**src/rtl/cam_pkg.sv**
```systemverilog
package cam_pkg;
  // Strobes from the control half to the datapath half
  typedef struct packed {
    logic wrStrobe;   // store wrData into the addressed entry
    logic loadOut;    // capture the resolved entry into the output buffer
  } camCtrl_t;
endpackage

```
**src/rtl/cam_resolver.sv**
```systemverilog
module cam_resolver #(
  parameter int DEPTH = 8,
  parameter int IDX_W = 3
) (
  input  logic [DEPTH-1:0] reqVec,
  output logic [IDX_W-1:0] grantIdx,
  output logic             anyReq
);
  // Lowest index wins: scan from the top so the last assignment is the lowest
  always_comb begin
    grantIdx = '0;
    for (int i = DEPTH - 1; i >= 0; i--) begin
      if (reqVec[i]) grantIdx = IDX_W'(i);
    end
    anyReq = |reqVec;
  end
endmodule

```
**src/rtl/cam_datapath.sv**
```systemverilog
module cam_datapath
  import cam_pkg::*;
#(
  parameter int DATA_W = 16,
  parameter int DEPTH  = 8,
  parameter int IDX_W  = 3
) (
  input  logic              clk,
  input  logic              rst_n,
  input  camCtrl_t          ctrl,
  input  logic [IDX_W-1:0]  wrIdx,
  input  logic [DATA_W-1:0] wrData,
  input  logic [DATA_W-1:0] srchPattern,
  input  logic [DATA_W-1:0] srchMask,
  output logic              matchAny,
  output logic [IDX_W-1:0]  hitIdx,
  output logic [DATA_W-1:0] hitData
);
  logic [DATA_W-1:0] entryMem [DEPTH];
  logic [DEPTH-1:0]  validVec;
  logic [DEPTH-1:0]  matchVec;
  logic [IDX_W-1:0]  grantIdx;

  // Parallel masked comparators, one per entry
  for (genvar g = 0; g < DEPTH; g++) begin : g_cmp
    assign matchVec[g] = validVec[g] &&
                         (((entryMem[g] ^ srchPattern) & srchMask) == '0);
  end

  cam_resolver #(.DEPTH(DEPTH), .IDX_W(IDX_W)) resolver_i (
    .reqVec  (matchVec),
    .grantIdx(grantIdx),
    .anyReq  (matchAny)
  );

  // Storage words carry no reset; the valid flags guard them
  always_ff @(posedge clk) begin
    if (ctrl.wrStrobe && (int'(wrIdx) < DEPTH)) entryMem[wrIdx] <= wrData;
  end

  always_ff @(posedge clk or negedge rst_n) begin
    if (!rst_n) begin
      validVec <= '0;
    end else if (ctrl.wrStrobe && (int'(wrIdx) < DEPTH)) begin
      validVec[wrIdx] <= 1'b1;
    end
  end

  // Output buffer: the old entry contents are read, so a same-cycle write is not seen
  always_ff @(posedge clk or negedge rst_n) begin
    if (!rst_n) begin
      hitIdx  <= '0;
      hitData <= '0;
    end else if (ctrl.loadOut) begin
      hitIdx  <= grantIdx;
      hitData <= entryMem[grantIdx];
    end
  end

  // Assertion support: entries below the reported index
  logic [DEPTH-1:0] belowHit;
  always_comb begin
    for (int i = 0; i < DEPTH; i++) belowHit[i] = (i < int'(hitIdx));
  end

  // the buffered word agrees with the search pattern on every masked bit
  a_r3_masked_agree: assert property (@(posedge clk) disable iff (!rst_n)
    ctrl.loadOut |=> (((hitData ^ $past(srchPattern)) & $past(srchMask)) == '0));

  // no entry below the reported index matched the search
  a_r6_lowest_wins: assert property (@(posedge clk) disable iff (!rst_n)
    ctrl.loadOut |=> (($past(matchVec) & belowHit) == '0));

  // the buffer holds its value when nothing is loaded
  a_r8_buffer_holds: assert property (@(posedge clk) disable iff (!rst_n)
    !ctrl.loadOut |=> ($stable(hitData) && $stable(hitIdx)));

  // a load is only requested while some entry matches
  a_r4_load_needs_match: assert property (@(posedge clk) disable iff (!rst_n)
    ctrl.loadOut |-> matchAny);
endmodule

```
**src/rtl/cam_ctrl.sv**
```systemverilog
module cam_ctrl
  import cam_pkg::*;
(
  input  logic     clk,
  input  logic     rst_n,
  input  logic     wrEn,
  input  logic     srchEn,
  input  logic     matchAny,
  output camCtrl_t ctrl,
  output logic     hit
);
  always_comb begin
    ctrl.wrStrobe = wrEn;
    ctrl.loadOut  = srchEn && matchAny;
  end

  always_ff @(posedge clk or negedge rst_n) begin
    if (!rst_n) hit <= 1'b0;
    else        hit <= srchEn && matchAny;
  end

  // no search, no hit in the following cycle
  a_r5_idle_no_hit: assert property (@(posedge clk) disable iff (!rst_n)
    !srchEn |=> !hit);

  // a search that finds nothing reports a miss
  a_r8_miss_low: assert property (@(posedge clk) disable iff (!rst_n)
    (srchEn && !matchAny) |=> !hit);

  // a search that finds a match reports a hit
  a_r5_match_hit: assert property (@(posedge clk) disable iff (!rst_n)
    (srchEn && matchAny) |=> hit);
endmodule

```
**src/rtl/masked_cam.sv**
```systemverilog
module masked_cam
  import cam_pkg::*;
#(
  parameter int DATA_W = 16,
  parameter int DEPTH  = 8,
  localparam int IDX_W = (DEPTH > 1) ? $clog2(DEPTH) : 1
) (
  input  logic              clk,
  input  logic              rst_n,
  input  logic              wrEn,
  input  logic [IDX_W-1:0]  wrIdx,
  input  logic [DATA_W-1:0] wrData,
  input  logic              srchEn,
  input  logic [DATA_W-1:0] srchPattern,
  input  logic [DATA_W-1:0] srchMask,
  output logic              hit,
  output logic [IDX_W-1:0]  hitIdx,
  output logic [DATA_W-1:0] hitData
);
  camCtrl_t ctrl;
  logic     matchAny;

  cam_ctrl ctrl_i (
    .clk     (clk),
    .rst_n   (rst_n),
    .wrEn    (wrEn),
    .srchEn  (srchEn),
    .matchAny(matchAny),
    .ctrl    (ctrl),
    .hit     (hit)
  );

  cam_datapath #(.DATA_W(DATA_W), .DEPTH(DEPTH), .IDX_W(IDX_W)) dp_i (
    .clk        (clk),
    .rst_n      (rst_n),
    .ctrl       (ctrl),
    .wrIdx      (wrIdx),
    .wrData     (wrData),
    .srchPattern(srchPattern),
    .srchMask   (srchMask),
    .matchAny   (matchAny),
    .hitIdx     (hitIdx),
    .hitData    (hitData)
  );
endmodule

```
**config.mk**
```make
export PLATFORM = sky130hd
export DESIGN_NAME = masked_cam
export DESIGN_NICKNAME = d
export VERILOG_FILES = /design/src/rtl/cam_pkg.sv /design/src/rtl/cam_resolver.sv /design/src/rtl/cam_datapath.sv /design/src/rtl/cam_ctrl.sv /design/src/rtl/masked_cam.sv
export SDC_FILE = /design/constraint.sdc
export NUM_CORES = 1
export LEC_CHECK = 0
export CAP_MARGIN = 15
export CORE_UTILIZATION = 48
export DETAILED_ROUTE_END_ITERATION = 8
export GPL_TIMING_DRIVEN = 0
export PLACE_DENSITY_LB_ADDON = 0.08
export SLEW_MARGIN = 20
export SYNTH_ARGS = -nofsm -noshare
export SYNTH_HDL_FRONTEND = slang
export SYNTH_SLANG_ARGS = --single-unit
```
**constraint.sdc**
```tcl
create_clock -name clk -period 5.1 [get_ports clk]
set_input_delay 1.02 -clock clk [delete_from_list [all_inputs] [get_ports clk]]
set_output_delay 1.02 -clock clk [all_outputs]
set_load 0.02 [all_outputs]
```
# Yosys cells after proc, flatten, opt, wreduce, memory -nomap -nowiden
# Memories as Yosys holds them, arrays and structs flattened. A register that Yosys moved wholly into a read port is not among the register bits.
# Cells that the tools add are included.
word_totals:
  input_bits: 55
  mem_bits_ro: 0
  latchBits: 0
  memories: 1
  mem_bits_rw: 128
  regBits: 12
  elab_cells: 55
  out_inout_bits: 20
mem_list:
  columns: ["memory", "depth", "width", "rd", "rd_clocked_by_memory_dff", "wr", "line", "source"]
  rows:
  - ["dp_i.entryMem", 8, 16, 9, 1, 1, "cam_datapath.sv:19", "logic [DATA_W-1:0] entryMem [DEPTH];"]
classes:
  n_bitwise: 17
  muxes: 12
  reduce_logical: 20
  shifts: 0
  n_addsub: 0
  n_eq_ne: 0
  n_div: 0
  order_cmp: 2
  n_mul: 0
op_table:
  columns: ["cell", "n"]
  rows:
  - ["16-bit AND", 8]
  - ["16-bit logical NOT", 8]
  - ["16-bit XOR", 8]
  - ["3-bit 2-to-1 mux", 8]
  - ["1-bit logical AND", 10]
  - ["8-bit OR", 1]
  - ["8-bit OR reduction", 1]
  - ["3-bit by 4-bit < comparator with 1-bit output (second input constant)", 1]
  - ["1-bit demux with 3-bit select", 1]
  - ["3-bit by 1-bit >= comparator with 1-bit output (second input constant)", 1]
  - ["1-bit 2-to-1 mux", 3]
  - ["1-bit logical NOT", 1]

# Longest topological paths before layout
# An unclocked memory read counts as a cell.
depth:
  depth_word: 13
  ltp_mapped: 12
  depth_no_buf: 9

# Cells and area by module
# Synthesis repeated with hierarchy kept, for this count alone.
hier_totals:
  cells_unflattened: 533
  hier_area_um2: 7860.0
by_module_without_submodules:
  columns: ["module", "cells_per_inst", "seq_area_each_um2", "instances", "area_each_um2"]
  rows:
  - ["cam_datapath", 517, 4519.3, 1, 7739.9]
  - ["cam_resolver", 13, 0.0, 1, 81.3]
  - ["cam_ctrl", 3, 25.0, 1, 38.8]

# Least setup slack after synthesis
# Ideal clock, no wire load.
synth_timing:
  path_kind: "input -> register"
  startpoint: "in srchPattern[0]"
  endpoint: "reg dp_i.hitData[0], read port of dp_i.entryMem"
  path_slack_ns: 1.732
  arrival_ns: 3.221
  setup_time_ns: 0.147
  stages: 12
  path_buffers: 3
  required_ns: 4.953
  cell_sequence: "buf_2 xor2_1 a22oi_1 nand4_1 or3_1 nand4_1 or3_1 buf_2 buf_2 o211ai_1 a222oi_1 o221ai_1"
synth_via:
  elab_chain_cells: 12
  word_cells_on_any_way: 42
  classes_between: "mux (8); bitwise (16); reduce/logical (18)"
synth_lines:
  columns: ["item", "line", "source"]
  rows:
  - ["start, declared", "masked_cam.sv:14", "input logic [DATA_W-1:0] srchPattern,"]
  - ["16-bit XOR", "cam_datapath.sv:27", "(((entryMem[g] ^ srchPattern) & srchMask) == '0);"]
  - ["16-bit AND", "cam_datapath.sv:27", null]
  - ["16-bit logical NOT", "cam_datapath.sv:27", null]
  - ["1-bit logical AND", "cam_datapath.sv:26", "assign matchVec[g] = validVec[g] &&"]
  - ["3-bit 2-to-1 mux (8 in a row)", "cam_resolver.sv:13", "if (reqVec[i]) grantIdx = IDX_W'(i);"]
  - ["end, declared", "cam_datapath.sv:17", "output logic [DATA_W-1:0] hitData"]
# Parallel ways exist; a longest one is shown, timed or not.
# A chain may end at the register's enable or synchronous reset.

# Final worst setup path
layout_timing:
  startpoint: "in srchPattern[10]"
  endpoint: "reg dp_i.hitData[7], read port of dp_i.entryMem"
# Same word-level chain as after synthesis.

==> results.md <==
- Clock-pin transition on the worst setup and hold timing paths: 0.06 ns
- Switching share of power: 0.2624
- Post-CTS Hold Buffers: 0
- Clock power frac: 0.372
- Most frequent cells in the layout: xor2_1, edfxtp_1, nand2_1
- Type of the worst setup path: input port to flip-flop
- Post-Synthesis Cells: 618
- Routed via count: 5446
- CP required: 5.43 ns
- Worst Tran Pin Value: 1.021 ns
- Cell Rows: 46
- Slew Limit Fails: 0
- Post-DP HPWL: 16.38 mm
- Cell Area, Synth: 0.007856 mm²
- Element type at the critical path end: flip-flop
- Worst relative slew slack: 0.3195
- Sequential area share after synthesis: 0.5784
- Avg Vias per Cell: 5.965
- Setup Skew: 0.007584 ns
- Worst Hold Class: flip-flop to flip-flop
- Period utilization: 0.7871
- Max H-tree Level: 4
- Sink Count: 156
- Post-CTS Setup Repair Bufs: 0
- Slowest-stage cell, CP: a21oi_1
- Hold Vio Cnt, Final: 0
- GRT Total Usage: 0.2910
- Combinational share of power: 0.175
- Largest net degree at the start of global routing: 20
- Final #Nets: 739
- WHS Path Cells: 1
- Final WL: 23.44 mm
- Post_cts resized: 0
- Area grow syn2layout: 17.65%
- Setup crit start kind: input port
- Number of max-cap violations: 0
- R2r setup slk: 1.48 ns
- Worst skew pair latency: 0.43 ns
- Global placement routability congestion: 0.8650
- Drt drc: 0
- Unrepaired setup endpoints after global routing: false
- Post-synth cell types: 38
- Period minus WS final: 4.014 ns
- Antenna violations before repair: 0
- Average wire per standard cell: 25.68 µm
- Multi-input logic area: 0.003062 mm²
- LEAKAGE: 3.356 nW
- CP cell instances: buf_2, xor2_1, a22oi_1, nand4_1, or3_1, a21oi_1, clkbuf_1, nand2_1, o211ai_1, a222oi_1, o221ai_1
- VDD IR max: 0.2209 mV
- Die Y: 129.9 µm
- Layout cells sized above 1: 0.1248
- Internal power: 2.522 mW
- Ys Warns: 0
- Core area: 0.01594 mm²
- Filler cell count: 1331
- Number of synthesized register bits: 156
- Diode count: 0
- Initial Util: 0.4928
- Total chip power: 3.419 mW
- Avg Inst Size Synth: 12.71 µm²
- Number of I/O port buffers: 42
- TritonCTS Buffers: 17
- Seq pwr share: 0.453
- Status: finished clean
- Worst Reg-to-Reg Cells: 10
- Max clock buf depth: 2
- Vias in the first global route: 5457
- First-pass GRT wire length: 33.78 mm
- Worst-path fanout max: 10
- DRT iter0 DRCs: 655
- Syn nets: 673
- Die Area: 0.01688 mm²
- PwrDens: 369.9 mW/mm²
- Crit path depth: 11
- Horiz. Die Dim: 129.9 µm
- Critical path data arrival time: 4.34 ns
- Setup TNS: 0 ns
- Final setup viols: 0
- CP delay by family, top: compound AO/OA/AOI/OAI gates
- TritonCTS clock tree: yes
- Post-route ant nets: 0
- FMAX: 249.1 MHz
- I/O pins: 75
- Root Buffer: clkbuf_16
- Critical path buffers and inverters: 2
- First-pass detailed-route iteration total: 6
- Gr ovfl total: 0
- CP peak stage delay: 0.79 ns
- Sw Pwr: 0.8972 mW
- Reg area: 0.004544 mm²
metrics by stage:
stage / cells / area [µm²] / setup slack (ns) / hold slack, ns / util
after floorplan: 618 / 7856 / 1.732 / 0.4392 / -
after global placement: 876 / 8547 / 0.4642 / 0.4515 / 0.5361
after detailed placement: 881 / 8658 / 0.7095 / 0.4533 / 0.5431
after CTS: 913 / 9243 / 1.143 / 0.4714 / 0.5797
after global routing: 913 / 9243 / 1.032 / 0.4819 / 0.5797
final: 913 / 9243 / 1.086 / 0.4761 / 0.5797
sequential cells by signal (all words and copies together) (netlist names):
register       cells
dp_i.entryMem    128
dp_i.hitData      16
dp_i.validVec      8
dp_i.hitIdx        3
ctrl_i.hit         1
power groups by stage:
| stage | clock (mW) | sequential [mW] | combinational [mW] |
|---|---|---|---|
| final | 1.27 | 1.55 | 0.599 |
| after global routing | 1.33 | 1.55 | 0.637 |
| after CTS | 1.28 | 1.54 | 0.598 |
| after detailed placement | 0 | 1.57 | 0.595 |
| after global placement | 0 | 1.57 | 0.579 |
| after floorplan | 0 | 1.63 | 0.263 |
metal layers:
layer  track usage  vias up  part of all wire
li1              -     2451                 -
met1        0.4038     2699              0.44
met2        0.4624      256              0.47
met3       0.05494       40             0.074
met4       0.09371        0             0.018
met5             0        -                 0
layout make-up:
class,instances,share of cell area
flip-flops and latches,156,0.4917
multi-input cells,395,0.3313
repair buffers,47,0.05158
clock buffers,21,0.04765
well taps,216,0.02924
plain buffers,48,0.02531
clock inverters,11,0.01557
inverters,19,0.007716
cells in the mapped netlist (all sizes together):
| library cell | count | share of area |
|---|---|---|
| nor3 | 9 | 0.0070 |
| a22oi | 54 | 0.052 |
| inv | 19 | 0.0091 |
| dfrtp | 28 | 0.089 |
| mux2 | 1 | 0.0014 |
| a31o | 1 | 0.0011 |
| or3 | 9 | 0.0072 |
| a2111oi | 3 | 0.0089 |
| mux2i | 32 | 0.041 |
| or2 | 9 | 0.0072 |
| or3b | 1 | 0.0014 |
| a22o | 3 | 0.0033 |
| xor2 | 128 | 0.14 |
| o21ai | 2 | 0.0018 |
| a21oi | 6 | 0.0048 |
| nand2b | 3 | 0.0024 |
| edfxtp | 128 | 0.49 |
| buf | 26 | 0.019 |
| o211ai | 18 | 0.017 |
| nor2 | 10 | 0.0048 |
| a21boi | 1 | 0.00096 |
| clkbuf | 22 | 0.011 |
| nand4 | 17 | 0.014 |
| and2 | 1 | 0.00080 |
| a222oi | 15 | 0.019 |
| a41o | 1 | 0.0013 |
| nand2 | 56 | 0.027 |
| o221ai | 15 | 0.017 |
cells by family (layout without fill, tap and decap cells):
family / count (synthesis) / after routing / synth area share
xor+xnor: 128 / 128 / 0.1427
simple gates: 115 / 115 / 0.07103
buf+inv: 67 / 146 / 0.03886
mux: 33 / 33 / 0.04220
compound gates: 119 / 119 / 0.1268
flops: 156 / 156 / 0.5784
final timing paths:
check                                                     from                            to
worst max-delay path                           srchPattern[10]   dp_i.hitData[7]$_DFFE_PN0P_
worst min-delay path              dp_i.validVec[0]$_DFFE_PN0P_  dp_i.validVec[0]$_DFFE_PN0P_
worst max register to register  dp_i.entryMem[1][10]$_DFFE_PP_   dp_i.hitData[7]$_DFFE_PN0P_
worst min register to register    dp_i.validVec[0]$_DFFE_PN0P_  dp_i.validVec[0]$_DFFE_PN0P_
max in group asynchronous                                rst_n   dp_i.hitData[7]$_DFFE_PN0P_
min in group asynchronous                                rst_n  dp_i.hitData[12]$_DFFE_PN0P_
Note: power is estimated with default switching activity, not from simulation.
